[config.mk]
export PLATFORM = sky130hd
export DESIGN_NAME = simd_prio_sel
export DESIGN_NICKNAME = d
export VERILOG_FILES = /design/src/rtl/simd_prio_pkg.sv /design/src/rtl/lane_head_map.sv /design/src/rtl/col_arbiter.sv /design/src/rtl/sec_select.sv /design/src/rtl/simd_prio_sel.sv
export SDC_FILE = /design/constraint.sdc
export NUM_CORES = 1
export LEC_CHECK = 0
export BUFFER_PORTS_ARGS = -buffer_cell sky130_fd_sc_hd__buf_2
export CORE_ASPECT_RATIO = 0.5
export CORE_MARGIN = 2
export CORE_UTILIZATION = 36
export DETAILED_ROUTE_END_ITERATION = 6
export GPL_TIMING_DRIVEN = 0
export PLACE_DENSITY = 0.95
export SETUP_SLACK_MARGIN = 0.4
export SLEW_MARGIN = 5
export SYNTH_ARGS = -nofsm -noshare
export SYNTH_HDL_FRONTEND = slang
export SYNTH_HIERARCHICAL = 1
export SYNTH_SLANG_ARGS = --single-unit
[constraint.sdc]
create_clock -name vclk -period 2.5
set_input_delay 0 -clock vclk [all_inputs]
set_output_delay 0 -clock vclk [all_outputs]
set_load 0.005 [all_outputs]
[src/rtl/simd_prio_pkg.sv]
package simd_prio_pkg;
  localparam int unsigned MAXBR = 4;

  // lowest set bit as one-hot; zero when nothing is set
  function automatic logic [MAXBR-1:0] first_hit(input logic [MAXBR-1:0] v);
    logic [MAXBR-1:0] g;
    logic taken;
    g = '0;
    taken = 1'b0;
    for (int b = 0; b < MAXBR; b++) begin
      g[b] = v[b] & ~taken;
      taken = taken | v[b];
    end
    return g;
  endfunction

  // flat bit offset of section s of branch b
  function automatic int unsigned sec_base(input int unsigned b, input int unsigned s,
                                           input int unsigned nsec, input int unsigned w);
    return (b * nsec + s) * w;
  endfunction
endpackage

[src/rtl/lane_head_map.sv]
module lane_head_map #(
  parameter int unsigned NSEC = 4,
  localparam int unsigned HW = (NSEC > 1) ? $clog2(NSEC) : 1
) (
  input  logic [NSEC-2:0]    part_mask,
  output logic [NSEC*HW-1:0] head_flat
);
  logic [HW-1:0] cur;

  always_comb begin
    cur = '0;
    head_flat = '0;
    head_flat[0 +: HW] = '0;
    for (int s = 1; s < NSEC; s++) begin
      if (part_mask[s-1]) cur = HW'(s);
      head_flat[s*HW +: HW] = cur;
    end
  end
endmodule

[src/rtl/col_arbiter.sv]
module col_arbiter
  import simd_prio_pkg::*;
#(
  parameter int unsigned NBR = 3
) (
  input  logic [NBR-1:0] req,
  output logic [NBR-1:0] grant,
  output logic           none
);
  logic [MAXBR-1:0] req_pad;
  logic [MAXBR-1:0] hit;

  always_comb begin
    req_pad = '0;
    req_pad[NBR-1:0] = req;
    hit = first_hit(req_pad);
    grant = hit[NBR-1:0];
    none = ~|req;
  end
endmodule

[src/rtl/sec_select.sv]
module sec_select #(
  parameter int unsigned NBR      = 3,
  parameter int unsigned SEC_W    = 8,
  parameter bit          USE_DFLT = 1'b1
) (
  input  logic [NBR-1:0]       grant,
  input  logic                 none,
  input  logic [NBR*SEC_W-1:0] cand_flat,
  input  logic [SEC_W-1:0]     dflt_sec,
  output logic [SEC_W-1:0]     y_sec
);
  logic [SEC_W-1:0] fallback;

  generate
    if (USE_DFLT) begin : g_dflt
      assign fallback = dflt_sec;
    end else begin : g_zero
      logic unused_dflt;
      assign unused_dflt = ^dflt_sec;
      assign fallback = '0;
    end
  endgenerate

  // AND-OR mux: grant is one-hot or empty
  always_comb begin
    y_sec = none ? fallback : '0;
    for (int b = 0; b < NBR; b++)
      if (grant[b]) y_sec = y_sec | cand_flat[b*SEC_W +: SEC_W];
  end
endmodule

[src/rtl/simd_prio_sel.sv]
module simd_prio_sel
  import simd_prio_pkg::*;
#(
  parameter int unsigned NSEC     = 4,
  parameter int unsigned SEC_W    = 8,
  parameter int unsigned NBR      = 3,
  parameter bit          USE_DFLT = 1'b1,
  localparam int unsigned W  = NSEC * SEC_W,
  localparam int unsigned HW = (NSEC > 1) ? $clog2(NSEC) : 1
) (
  input  logic [NSEC-2:0]   part_mask,
  input  logic [NBR*NSEC-1:0] cond_flat,
  input  logic [NBR*W-1:0]  data_flat,
  input  logic [W-1:0]      dflt,
  output logic [W-1:0]      y
);
  // observable internal events for the checker
  logic [NSEC*HW-1:0]  head_flat;
  logic [NSEC*NBR-1:0] grant_flat;
  logic [NSEC-1:0]     none_vec;

  lane_head_map #(.NSEC(NSEC)) u_heads (
    .part_mask(part_mask),
    .head_flat(head_flat)
  );

  generate
    for (genvar s = 0; s < NSEC; s++) begin : g_col
      logic [NBR-1:0]       req;
      logic [NBR*SEC_W-1:0] cand;
      logic [HW-1:0]        hd;

      assign hd = head_flat[s*HW +: HW];

      always_comb begin
        for (int b = 0; b < NBR; b++)
          req[b] = cond_flat[b*NSEC + int'(hd)];
      end

      for (genvar b = 0; b < NBR; b++) begin : g_cand
        assign cand[b*SEC_W +: SEC_W] =
          data_flat[sec_base(b, s, NSEC, SEC_W) +: SEC_W];
      end

      col_arbiter #(.NBR(NBR)) u_arb (
        .req  (req),
        .grant(grant_flat[s*NBR +: NBR]),
        .none (none_vec[s])
      );

      sec_select #(.NBR(NBR), .SEC_W(SEC_W), .USE_DFLT(USE_DFLT)) u_sel (
        .grant    (grant_flat[s*NBR +: NBR]),
        .none     (none_vec[s]),
        .cand_flat(cand),
        .dflt_sec (dflt[s*SEC_W +: SEC_W]),
        .y_sec    (y[s*SEC_W +: SEC_W])
      );
    end
  endgenerate
endmodule

==> metrics.md <==
| Metric | Value |
|---|---|
| Status | `completed` |
| Total power | `520 uW` |
| Finished Layout Cells | `377` |
| MaxCap Viol Count | `0` |
| P_leak | `0.00128 uW` |
| Fraction of layout cells with a size suffix above 1 | `0.666` |
| DRT iter0 DRCs | `117` |
| RSZ-0062 raised after global routing | `no` |
| CP most frequent cell | `buf_2` |
| Largest net degree at the start of global routing | `9` |
| Share of the synthesized area in the top cell type | `0.343` |
| Yosys cell types | `13` |
| RePlAce Congestion | `0.748` |
| Max Fanout on Critical Path | `8` |
| Hold-fix buffers at CTS | `0` |
| # Post-CTS Setup Buffers | `0` |
| Final setup vio count | `0` |
| Initial antenna violation count | `0` |
| Crit start category | `primary input` |
| Detail Route Antenna Nets | `0` |
| Netlist Area Pre-Place | `1310 um2` |
| Setup TNS | `0 ns` |
| Effective utilization at floorplan | `0.378` |
| Seq_cells | `0` |
| Post-DP HPWL | `4560 um` |
| Worst path slowest cell | `mux4_1` |
| Max Fclk | `0.529 GHz` |
| Vias in the first global route | `1,773` |
| CP endpoint kind | `output pin` |
| Min-Delay Path Class | `in2out` |
| Residual DRC | `0` |
| Worst path required time | `2.50 ns` |
| Worst hold start | `data_flat[19]` |
| N_diodes | `0` |
| Final hold violation count | `0` |
| Cell count after placement | `377` |
| Die area | `4180 um2` |
| WL final | `5360 um` |
| Cell accounting for the most synthesized area | `a22oi_1` |
| Fin. max-slew vios | `0` |
| Synth area leaders | `a22oi_1 (34%), mux4_1 (24%), buf_6 (10%)` |
| Hold Path Depth | `4` |
| Min cycle time layout | `1.89 ns` |
| Crit path kind | `in2out` |
| Cells after Synth | `149` |
| Overall Global Routing Usage | `0.232` |
| Syn-to-layout area delta | `72.1%` |
| Final WS setup | `0.609 ns` |
| Register area | `0 um2` |
| Syn_area_per_cell | `8.82 um2` |
| First-pass GRT wire length | `7680 um` |
| Worst Path Arrival | `1.89 ns` |
| Highest-count cells in the layout ignoring fill and taps | `buf_2 (179), a22oi_1 (60), nand2_1 (32)` |
| Hold Path End | `y[19]` |
| CP Cell Sequence | `buf_2 > nor2b_4 > or2_1 > mux4_1 > buf_4 > buf_2 > a22oi_1 > nand2_1 > buf_2` |
| GR Overflow Total | `0` |
| Core ar. | `3470 um2` |
| Die width | `89.4 um` |
| Clock buffer count | `0` |
| # resized after CTS | `0` |
| Final Cycle Share | `0.756` |
| Sequential element share of the synthesized area | `0` |
| Pwr dens | `230 nW/um2` |
| Routed len/inst | `14.2 um` |
| Most common cell after layout, fill and taps aside | `buf_2` |
| Die height | `46.7 um` |
| Via count | `1,985` |
| Vias per Instance | `5.27` |
| I/O pin total | `175` |
| CP peak stage delay | `0.68 ns` |
| Port bufs | `175` |
| Ys Warns | `6` |
| Post-layout nets | `471` |
| Post-Place Worst Slack | `0.601 ns` |
| Rows | `15` |
| DR pass1 iterations | `4` |
| Peak supply drop | `0.116 mV` |
==> worst max path at each step <==
stage,cells after the start,start,endpoint
global route,9,part_mask[1],y[29]
finish,9,part_mask[1],y[26]
CTS,9,part_mask[1],y[29]
floorplan,7,part_mask[0],y[24]
detailed placement,9,part_mask[1],y[29]
global placement,9,part_mask[1],y[26]
==> cell usage after synthesis <==
library cell	count
nor2b_2	4
or2_1	2
nand2_1	32
buf_6	12
nor3_2	4
buf_4	9
conb_1	1
mux4_1	12
a22oi_1	60
nor3b_2	4
nor2b_4	1
buf_2	4
a22oi_2	4
==> stage by stage <==
stage	cell area [um2]	utilization	hold WS, ns
final	2260	0.651	0.272
after floorplan	1320	-	0.0961
after CTS	2260	0.651	0.275
after global placement	2260	0.651	0.269
after global routing	2260	0.651	0.294
after detailed placement	2260	0.651	0.274
==> kinds of logic after synthesis <==
group / Yosys count / synth area share
AOI/OAI and AO/OA: 64 / 0.381
and+or+nand+nor: 47 / 0.207
muxes: 12 / 0.240
buffers and inverters: 25 / 0.170
other: 1 / 0.00285
==> layer usage <==
metal	routed length (um)	part of all wire	track usage
met1	1920	0.36	0.252
met2	2950	0.55	0.489
met3	358	0.067	0.0251
met4	130	0.024	0.0627
met5	0	0	0
==> where the power goes <==
group	internal, uW	leakage [uW]	switching [uW]	total, uW
sequential	0	0	0	0
clock	0	0	0	0
combinational	291	0.00128	229	520
total	291	0.00128	229	520
==> worst max-delay path: cells and delay by family <==
kind,cells,cell delay (ns)
AO/OA/AOI/OAI,1,0.20
buffers and inverters,4,0.60
multiplexers,1,0.68
AND/OR/NAND/NOR,3,0.41
==> cell type report <==
class | instances | area (um2)
buffer | 25 | 223
fill | 286 | 1210
multi-input combinational | 126 | 1100
tap | 51 | 63.8
timing repair buffer | 175 | 876
Power figures use the tool's default switching activity.
